<file path="src/rtl/lsr_flags_pkg.sv">
package lsr_flags_pkg;

  localparam int LSR_THRE_BIT = 5;
  localparam int LSR_WIDTH    = 8;

  typedef struct packed {
    logic brk;
    logic frm;
    logic par;
  } rx_flags_t;

  function automatic logic flags_bad(input rx_flags_t f);
    return f.brk | f.frm | f.par;
  endfunction

endpackage

</file>
<file path="src/rtl/lsr_mode_watch.sv">
module lsr_mode_watch (
  input  logic clk,
  input  logic rst_n,
  input  logic fifo_mode,
  output logic mode_chg
);
  logic mode_q;

  always_ff @(posedge clk or negedge rst_n) begin
    if (!rst_n) mode_q <= 1'b0;
    else        mode_q <= fifo_mode;
  end

  assign mode_chg = fifo_mode ^ mode_q;
endmodule

</file>
<file path="src/rtl/lsr_thre_track.sv">
module lsr_thre_track (
  input  logic clk,
  input  logic rst_n,
  input  logic fifo_mode,
  input  logic mode_chg,
  input  logic tx_wr,
  input  logic tx_xfer,
  input  logic tx_fifo_empty,
  input  logic test_wr,
  input  logic test_thre,
  output logic thre_q,
  output logic rise_q
);
  logic thre_d;

  always_comb begin
    thre_d = thre_q;
    if (mode_chg)        thre_d = 1'b1;
    else if (tx_wr)      thre_d = 1'b0;
    else if (fifo_mode)  thre_d = tx_fifo_empty;
    else if (tx_xfer)    thre_d = 1'b1;
    else if (test_wr)    thre_d = test_thre;
  end

  always_ff @(posedge clk or negedge rst_n) begin
    if (!rst_n) begin
      thre_q <= 1'b1;
      rise_q <= 1'b0;
    end else begin
      thre_q <= thre_d;
      rise_q <= thre_d & ~thre_q;
    end
  end
endmodule

</file>
<file path="src/rtl/lsr_err_count.sv">
module lsr_err_count #(
  parameter int RX_DEPTH = 16,
  localparam int CNT_W = $clog2(RX_DEPTH + 1)
) (
  input  logic             clk,
  input  logic             rst_n,
  input  logic             clr,
  input  logic             inc,
  input  logic             dec,
  output logic [CNT_W-1:0] cnt_q,
  output logic             nz_next
);
  localparam logic [CNT_W-1:0] CNT_MAX = CNT_W'(RX_DEPTH);
  logic [CNT_W-1:0] cnt_d;

  always_comb begin
    cnt_d = cnt_q;
    if (clr) begin
      cnt_d = '0;
    end else begin
      unique case ({inc, dec})
        2'b10:   if (cnt_q != CNT_MAX) cnt_d = cnt_q + 1'b1;
        2'b01:   if (cnt_q != '0)      cnt_d = cnt_q - 1'b1;
        default: cnt_d = cnt_q;
      endcase
    end
  end

  assign nz_next = (cnt_d != '0);

  always_ff @(posedge clk or negedge rst_n) begin
    if (!rst_n) cnt_q <= '0;
    else        cnt_q <= cnt_d;
  end
endmodule

</file>
<file path="src/rtl/lsr_err_summary.sv">
module lsr_err_summary (
  input  logic clk,
  input  logic rst_n,
  input  logic fifo_mode,
  input  logic clr,
  input  logic nz_next,
  input  logic lsr_rd,
  output logic err_q
);
  logic err_d;

  always_comb begin
    if (!fifo_mode || clr) err_d = 1'b0;
    else                   err_d = nz_next | (err_q & ~lsr_rd);
  end

  always_ff @(posedge clk or negedge rst_n) begin
    if (!rst_n) err_q <= 1'b0;
    else        err_q <= err_d;
  end
endmodule

</file>
<file path="src/rtl/uart_lsr_flags.sv">
module uart_lsr_flags #(
  parameter int RX_DEPTH = 16,
  localparam int CNT_W = $clog2(RX_DEPTH + 1)
) (
  input  logic       clk,
  input  logic       rst_n,
  input  logic       fifo_mode,
  input  logic       tx_wr,
  input  logic       tx_xfer,
  input  logic       tx_fifo_empty,
  input  logic       tsr_busy,
  input  logic       rx_push,
  input  logic [2:0] rx_push_flags,
  input  logic       rx_pop,
  input  logic [2:0] rx_pop_flags,
  input  logic       rx_flush,
  input  logic       lsr_rd,
  input  logic       lsr_wr,
  input  logic [7:0] lsr_wdata,
  output logic       thre,
  output logic       temt,
  output logic       rx_err_sum,
  output logic       thre_rise
);
  import lsr_flags_pkg::*;

  logic             mode_chg;
  logic             cnt_clr;
  logic             push_bad;
  logic             pop_bad;
  logic [CNT_W-1:0] err_cnt;
  logic             cnt_nz_next;

  lsr_mode_watch u_mode (
    .clk      (clk),
    .rst_n    (rst_n),
    .fifo_mode(fifo_mode),
    .mode_chg (mode_chg)
  );

  lsr_thre_track u_thre (
    .clk          (clk),
    .rst_n        (rst_n),
    .fifo_mode    (fifo_mode),
    .mode_chg     (mode_chg),
    .tx_wr        (tx_wr),
    .tx_xfer      (tx_xfer),
    .tx_fifo_empty(tx_fifo_empty),
    .test_wr      (lsr_wr),
    .test_thre    (lsr_wdata[LSR_THRE_BIT]),
    .thre_q       (thre),
    .rise_q       (thre_rise)
  );

  assign temt     = thre & ~tsr_busy;
  assign push_bad = rx_push & flags_bad(rx_flags_t'(rx_push_flags));
  assign pop_bad  = rx_pop  & flags_bad(rx_flags_t'(rx_pop_flags));
  assign cnt_clr  = mode_chg | rx_flush | ~fifo_mode;

  lsr_err_count #(.RX_DEPTH(RX_DEPTH)) u_cnt (
    .clk    (clk),
    .rst_n  (rst_n),
    .clr    (cnt_clr),
    .inc    (push_bad),
    .dec    (pop_bad),
    .cnt_q  (err_cnt),
    .nz_next(cnt_nz_next)
  );

  lsr_err_summary u_sum (
    .clk      (clk),
    .rst_n    (rst_n),
    .fifo_mode(fifo_mode),
    .clr      (mode_chg | rx_flush),
    .nz_next  (cnt_nz_next),
    .lsr_rd   (lsr_rd),
    .err_q    (rx_err_sum)
  );
endmodule

</file>
<file path="config.mk">
export PLATFORM = sky130hd
export DESIGN_NAME = uart_lsr_flags
export DESIGN_NICKNAME = d
export VERILOG_FILES = /design/src/rtl/lsr_flags_pkg.sv /design/src/rtl/lsr_mode_watch.sv /design/src/rtl/lsr_thre_track.sv /design/src/rtl/lsr_err_count.sv /design/src/rtl/lsr_err_summary.sv /design/src/rtl/uart_lsr_flags.sv
export SDC_FILE = /design/constraint.sdc
export NUM_CORES = 1
export LEC_CHECK = 0
export CAP_MARGIN = 40
export CORE_MARGIN = 2
export CORE_UTILIZATION = 45
export DETAILED_ROUTE_END_ITERATION = 12
export DONT_BUFFER_PORTS = 1
export GPL_TIMING_DRIVEN = 1
export PLACE_DENSITY = 0.58
export SLEW_MARGIN = 20
export SYNTH_ARGS = -nofsm -noshare
export SYNTH_HDL_FRONTEND = slang
export SYNTH_SLANG_ARGS = --single-unit
</file>
<file path="constraint.sdc">
create_clock -name clk -period 2.1 [get_ports clk]
set_clock_uncertainty 0.15 [all_clocks]
set_input_delay 0.105 -clock clk [delete_from_list [all_inputs] [get_ports clk]]
set_output_delay 0.105 -clock clk [all_outputs]
set_load 0.03 [all_outputs]
</file>
==> flow_summary.yaml, run 1 <==
yosys:
  yosysWarningCount: 0
  number_of_standard_cells_after_synthesis: 77
  yosys_register_bits: 9
  ys_seq_area_share_pct: 32.38
  postSynthNetCount: 107
  synth_area_um2: 699.4
  synth_area_per_cell_um2: 9.083
  netlist-cell-type-count: 36
die:
  die_area_um2: 1886
  floorplan.initialDensity_pct: 46.97
  die_y_um: 43.43
  die_w_um: 43.43
  io_pins: 30
  fp-row-count: 14
  core_region_area_um2: 1489
power_and_ir_drop:
  total_leakage_power_uw: 0.0004120
  vdd.ir_drop.worst_v: 0.0004265
  p_per_area_nw_per_um2: 430.2
  power_uw: 399.9
routing:
  detailroute.via_count: 685
  firstDrtPassIters: 4
  postRouteAntennaNets: 0
  drc: 0
  detail_route.wl_per_cell_um: 14.83
  drt_first_iter_violations: 11
  avgViaCountPerCell: 6.009
  routed_wl_mm: 1.691
clocking:
  clk_transition_reported_paths_ps: 60
  clock_tree_from_tritoncts: "built"
  clock_latency_ps: 250
  cts-root-to-sink-buffers: 2
  clock_tree_sinks: 9
  h_tree_depth: 1
  cts_made_buffers: 3
  clock_tree.root_cell: "sky130_fd_sc_hd__clkbuf_4"
final_layout:
  n_antenna_cell: 0
  synthToLayoutAreaGrowth_pct: 32.92
  final_layout_size_suffix_gt1_share_pct: 30.61
  layout.filler_cells: 130
  post-route-cell-area_um2: 929.6
  finish.net_count: 129
critical_path:
  timing.critical_path.arrival_ps: 2160
  worstPathCellList: "inv_2 > ha_4 > or4b_4 > a21o_1 > a22o_1 > a2111oi_4 > a31oi_1"
  cp-start-kind: "flip-flop"
  worst-endpoint-required_ps: 2070
  slowest_stage: "sky130_fd_sc_hd__or4b_4"
  max_stage_delay_ps: 480
  cp-end-kind: "flip-flop"
  critical_path_peak_fanout: 3
  timing.setup.critical_path_class: "flip-flop to flip-flop"
timing:
  rsz0062_at_grt: "true"
  worst_slack_ps: -92.45
  final-max-slew-violation-count: 0
  setup_violations: 2
  timing.fmax_ghz: 0.4561
  hold_violations: 0
  period_needed_ps: 2192
  slew-limit-headroom_pct: 61.77
  worst_pin_slew_ps: 572.3
  timing.final.crit_share_pct: 104.4
placed_design:
  post_dp_cell_area_um2: 749.5
  portBuffers: 0
  detailed_place_hpwl_mm: 1.112
  place_congestion: 0.7808
grt:
  grt_pass1_wl_mm: 2.490
  grt_overflow_total: 0
  grtUsageTotal_pct: 17.75
  first_global_vias: 607
  grt_max_degree: 11
  antenna_found_initial: 0
job:
  max_cap_violations: 0
hold_path:
  hold_path_class: "primary input to flip-flop"
status:
  violations: "negative setup slack"
  run_status: "complete, but fails checks"
==> power breakdown <==
part           internal [uW]  total, uW  switching [uW]
Combinational           38.6       79.1            40.5
Sequential               180        191            10.9
Clock                   73.0        130            57.3
Total                    291        400             109
==> routing by layer <==
layer,vias up,global-route usage (%),routed length (um)
met5,-,0,0
met4,0,3.030,15
met3,2,7.083,128
met2,40,28.36,823
met1,316,23.16,723
li1,327,-,-
==> Yosys cell counts <==
| cell | instances | area [um^2] |
|---|---|---|
| sky130_fd_sc_hd__o21bai_1 | 1 | 7.510 |
| sky130_fd_sc_hd__or3b_2 | 1 | 8.760 |
| sky130_fd_sc_hd__o31a_1 | 1 | 8.760 |
| sky130_fd_sc_hd__nand2b_1 | 1 | 6.260 |
| sky130_fd_sc_hd__nand2_1 | 1 | 3.750 |
| sky130_fd_sc_hd__nand4_1 | 1 | 6.260 |
| sky130_fd_sc_hd__a2111oi_2 | 1 | 15.01 |
| sky130_fd_sc_hd__o211ai_1 | 1 | 7.510 |
| sky130_fd_sc_hd__nor2_1 | 5 | 18.77 |
| sky130_fd_sc_hd__a22o_1 | 2 | 17.52 |
| sky130_fd_sc_hd__o31ai_1 | 1 | 7.510 |
| sky130_fd_sc_hd__a31oi_1 | 2 | 12.51 |
| sky130_fd_sc_hd__and2b_1 | 1 | 7.510 |
| sky130_fd_sc_hd__buf_6 | 2 | 22.52 |
| sky130_fd_sc_hd__a21o_1 | 2 | 15.01 |
| sky130_fd_sc_hd__mux2i_1 | 1 | 10.01 |
| sky130_fd_sc_hd__a211oi_1 | 1 | 7.510 |
| sky130_fd_sc_hd__and3b_2 | 1 | 10.01 |
| sky130_fd_sc_hd__dfstp_2 | 1 | 26.28 |
| sky130_fd_sc_hd__nand3_1 | 3 | 15.01 |
| sky130_fd_sc_hd__inv_1 | 5 | 18.77 |
| sky130_fd_sc_hd__ha_1 | 4 | 50.05 |
| sky130_fd_sc_hd__nand4b_1 | 1 | 8.760 |
| sky130_fd_sc_hd__o21ai_0 | 5 | 25.02 |
| sky130_fd_sc_hd__or4b_4 | 1 | 13.76 |
| sky130_fd_sc_hd__a21oi_1 | 3 | 15.01 |
| sky130_fd_sc_hd__nor2b_1 | 6 | 37.54 |
| sky130_fd_sc_hd__a311oi_1 | 1 | 8.760 |
| sky130_fd_sc_hd__nor3_1 | 4 | 20.02 |
| sky130_fd_sc_hd__buf_2 | 2 | 10.01 |
| sky130_fd_sc_hd__a31o_2 | 1 | 8.760 |
| sky130_fd_sc_hd__dfrtp_1 | 8 | 200.2 |
| sky130_fd_sc_hd__a32oi_1 | 1 | 8.760 |
| sky130_fd_sc_hd__nand3b_1 | 3 | 22.52 |
| sky130_fd_sc_hd__nor4b_1 | 1 | 8.760 |
| sky130_fd_sc_hd__xnor2_1 | 1 | 8.760 |
==> registers in the layout, summed over array words and instances, names as in the netlist <==
name,flops
u_thre.thre_q,1
u_cnt.cnt_q,5
u_thre.rise_q,1
u_mode.mode_q,1
u_sum.err_q,1
==> timing repair <==
item                                    4_1_cts  5_1_grt
endpoints found under the setup margin        1        2
buffers inserted                              4        4
hold buffers                                  5        0
endpoints found under the hold margin        12        0
pin swaps                                     5        4
resized for setup                             3        8
==> worst max-delay path, delay by kind of cell, from the launching register on <==
family | cells | cell delay [ps]
adder cells (fa/ha/maj) | 1 | 130
buffers and inverters | 1 | 90
AO/OA/AOI/OAI | 4 | 820
flip-flops | 1 | 400
AND/OR/NAND/NOR | 1 | 480
==> cells by family after synthesis <==
family          share of synthesized area [%]
flops                                   32.38
buf+inv                                 7.335
simple gates                            26.84
mux                                     1.431
fa+ha+maj                               7.156
xor+xnor                                1.252
compound gates                          23.61
==> per-stage QoR <==
stage,std cells,setup TNS (ps),util (%),worst slack (ps),hold WS (ps)
2_1_floorplan,77,-140.9,-,-140.9,-340.6
3_3_place_gp,97,-154.5,50.34,-154.5,-340.4
3_5_place_dp,97,-168.5,50.34,-168.5,-340.4
4_1_cts,110,-135.1,57.65,-135.1,24.26
5_1_grt,114,-268.0,62.44,-196.0,42.31
6_report,114,-132.5,62.44,-92.45,35.86
==> layout by cell type, fill, tap and decap left out, types with 2 or more instances in the layout <==
master / synthesis / layout
sky130_fd_sc_hd__buf_4: 0 / 14
sky130_fd_sc_hd__dfrtp_1: 8 / 8
sky130_fd_sc_hd__nor2b_1: 6 / 5
sky130_fd_sc_hd__nor2_1: 5 / 5
sky130_fd_sc_hd__dlygate4sd3_1: 0 / 5
sky130_fd_sc_hd__nor3_1: 4 / 4
sky130_fd_sc_hd__o21ai_0: 5 / 3
sky130_fd_sc_hd__nand3b_1: 3 / 3
sky130_fd_sc_hd__inv_1: 5 / 3
sky130_fd_sc_hd__nand3_1: 3 / 3
sky130_fd_sc_hd__a21oi_1: 3 / 3
sky130_fd_sc_hd__ha_1: 4 / 3
sky130_fd_sc_hd__clkbuf_4: 0 / 3
sky130_fd_sc_hd__inv_2: 0 / 2
sky130_fd_sc_hd__a21o_1: 2 / 2
sky130_fd_sc_hd__a22o_1: 2 / 2
sky130_fd_sc_hd__a31oi_1: 2 / 2
sky130_fd_sc_hd__buf_6: 2 / 2
==> path summary, 6_finish.rpt <==
kind	from	cells past startpoint	slack, ps	end
worst max-delay path	u_cnt.cnt_q[1]	7	-90	u_sum.err_q
worst min-delay path	tx_wr	3	40	u_thre.rise_q
worst min register to register	u_mode.mode_q	1	380	u_thre.rise_q
max in group asynchronous	rst_n	1	1390	u_thre.thre_q
min in group asynchronous	rst_n	1	80	u_mode.mode_q
worst max register to register	u_cnt.cnt_q[1]	7	-90	u_sum.err_q
==> cell type report <==
cell class	count	area, um^2	area share [%]
clock buffer	4	26.28	2.826
inverter	5	18.77	2.019
multi-input combinational	59	460.4	49.53
sequential	9	226.5	24.36
tap	16	20.02	2.153
timing repair buffer	21	177.7	19.11
Power figures use the tool's default switching activity.
==> run 2: changes to the inputs <==
Settings changed: CORE_MARGIN 2 to 8, CTS_BUF_LIST set to sky130_fd_sc_hd__clkbuf_4 sky130_fd_sc_hd__clkbuf_8.
==> flow_summary.yaml, run 2 (synthesized netlist as in run 1, its figures left out) <==
critical_path:
  setup.worst_path.end: "u_sum.err_q"
  timing.critical_path.arrival_ps: 2170
  cp-start-kind: "flip-flop"
  crit-reg2reg-launch: "u_cnt.cnt_q[1]"
  critical_path.reg2reg.endpoint: "u_sum.err_q"
  reg2reg_setup_slack_ps: -100
  crit_path_start: "u_cnt.cnt_q[1]"
  max_stage_delay_ps: 480
  cp-end-kind: "flip-flop"
  timing.critical_path.buf_inv: 1
  worstPathCellList: "inv_2 > ha_4 > or4b_4 > a21o_1 > a22o_1 > a2111oi_4 > a31oi_1"
  reg2reg_depth: 7
  cell_count_along_the_critical_path: 7
  top_cell_family_by_delay_on_the_critical_path: "compound AO/OA/AOI/OAI gates"
  critical_path_peak_fanout: 3
  worst-endpoint-required_ps: 2070
  timing.setup.critical_path_class: "flip-flop to flip-flop"
  slowest_stage: "sky130_fd_sc_hd__or4b_4"
power_and_ir_drop:
  cell_internal_pwr_uw: 304.4
  power_uw: 417.1
  share_seq_of_total_power_pct: 45.8
  combPwrFrac_pct: 19.2
  power.switching_uw: 112.7
  share_clk_of_total_power_pct: 35.0
  vdd.ir_drop.worst_v: 0.0005003
  power_switching_share_pct: 27.01
  total_leakage_power_uw: 0.0003962
  p_per_area_nw_per_um2: 466.9
final_layout:
  synthToLayoutAreaGrowth_pct: 27.73
  final_layout_size_suffix_gt1_share_pct: 29.03
  seq_area_um2: 226.5
  mostFrequentLayoutCell: "sky130_fd_sc_hd__buf_4"
  post-route-cell-area_um2: 893.4
  layout.filler_cells: 124
  largest_register_ff_count: 5
  finish.net_count: 124
  final_core_util_pct: 60.00
  top_register: "u_cnt.cnt_q"
  final_cell_mix: "sky130_fd_sc_hd__buf_4 (11), sky130_fd_sc_hd__dfrtp_1 (8), sky130_fd_sc_hd__nor2b_1 (6)"
  multi_input_area_um2: 465.4
  n_antenna_cell: 0
  post_layout_nonfiller_instances: 109
clocking:
  clock_tree.root_cell: "sky130_fd_sc_hd__clkbuf_4"
  clock_tree_from_tritoncts: "built"
  clock_latency_ps: 260
  cts-root-to-sink-buffers: 2
  cts_made_buffers: 3
  clk_transition_reported_paths_ps: 60
  h_tree_depth: 1
  clock_tree_sinks: 9
placed_design:
  place_congestion: 0.7956
  portBuffers: 0
  detailed_place_hpwl_mm: 1.312
  post_dp_cell_area_um2: 749.5
  post-place-cells: 97
die:
  die_area_um2: 3072
  io_pins: 30
  floorplan.initialDensity_pct: 46.97
  die_y_um: 55.43
  core_region_area_um2: 1489
  fp-row-count: 14
  die_w_um: 55.43
routing:
  routed_wl_mm: 1.781
  detail_route.wl_per_cell_um: 16.34
  detailroute.via_count: 658
  postRouteAntennaNets: 0
  avgViaCountPerCell: 6.037
  drt_first_iter_violations: 28
  firstDrtPassIters: 4
  drc: 0
timing:
  hold_violations: 0
  rsz0062_at_grt: "true"
  worst_pin_slew_ps: 581.3
  final-max-slew-violation-count: 0
  timing.final.crit_share_pct: 104.8
  setup_violations: 1
  worst_slack_ps: -99.82
  period_needed_ps: 2200
  slew-limit-headroom_pct: 61.16
  timing.fmax_ghz: 0.4546
  timing.hold.ws_ps: 20.82
hold_path:
  worst_hold_startpoint: "fifo_mode"
  hold_path_class: "primary input to flip-flop"
grt:
  grt_overflow_total: 0
  grt_max_degree: 11
  antenna_found_initial: 0
  grtUsageTotal_pct: 11.03
  grt_pass1_wl_mm: 2.898
  first_global_vias: 675
job:
  max_cap_violations: 0
status:
  violations: "negative setup slack"
  run_status: "complete, but fails checks"
[run 2: final cells by class]
| class | count | area share (%) |
|---|---|---|
| multi-input cells | 59 | 52.10 |
| flip-flops and latches | 9 | 25.35 |
| repair buffers | 16 | 14.85 |
| clock buffers | 4 | 3.361 |
| well taps | 16 | 2.241 |
| inverters | 5 | 2.101 |
[run 2: power by group through the flow]
| stage | clock [uW] | combinational (uW) | sequential (uW) |
|---|---|---|---|
| 2_1_floorplan | 0 | 50.2 | 193 |
| 3_3_place_gp | 0 | 59.9 | 194 |
| 3_5_place_dp | 0 | 60.9 | 194 |
| 4_1_cts | 150 | 74.8 | 191 |
| 5_1_grt | 163 | 89.4 | 192 |
| 6_report | 146 | 80.1 | 191 |
[run 2: worst register-to-register path: stages (launching register included)]
cell                        delay, ps
sky130_fd_sc_hd__dfrtp_1          390
sky130_fd_sc_hd__inv_2             90
sky130_fd_sc_hd__ha_4             130
sky130_fd_sc_hd__or4b_4           480
sky130_fd_sc_hd__a21o_1           180
sky130_fd_sc_hd__a22o_1           220
sky130_fd_sc_hd__a2111oi_4        290
sky130_fd_sc_hd__a31oi_1          130
[run 2: how the worst min path moves through the flow]
| stage | endpoint | slack (ps) | cells after the start |
|---|---|---|---|
| after CTS | u_thre.rise_q | 30 | 3 |
| after global placement | u_cnt.cnt_q[2] | -340 | 0 |
| final | u_cnt.cnt_q[4] | 20 | 2 |
| after detailed placement | u_cnt.cnt_q[2] | -340 | 0 |
| after global routing | u_cnt.cnt_q[4] | 50 | 2 |
| after floorplan | u_cnt.cnt_q[0] | -340 | 0 |
[run 2: metrics by stage]
step | worst slack, ps | setup TNS (ps)
detailed placement | -173.5 | -173.5
global placement | -156.0 | -156.0
floorplan | -140.9 | -140.9
CTS | -120.6 | -120.6
finish | -99.82 | -99.82
global route | -196.8 | -196.8
[run 2: per-layer routing]
layer	part of all wire, %	global-route usage (%)	routed length [um]
met1	47	13.95	829
met2	47	16.35	833
met3	6.6	4.338	118
met4	0	3.873	0
met5	0	0	0
[run 2: timing repair]
item / 4_1_cts / 5_1_grt
endpoints found under the hold margin: 12 / 0
resized for setup: 4 / 6
pin swaps: 5 / 2
hold buffers: 5 / 0
setup endpoints to repair: 1 / 1
buffers inserted: 2 / 1
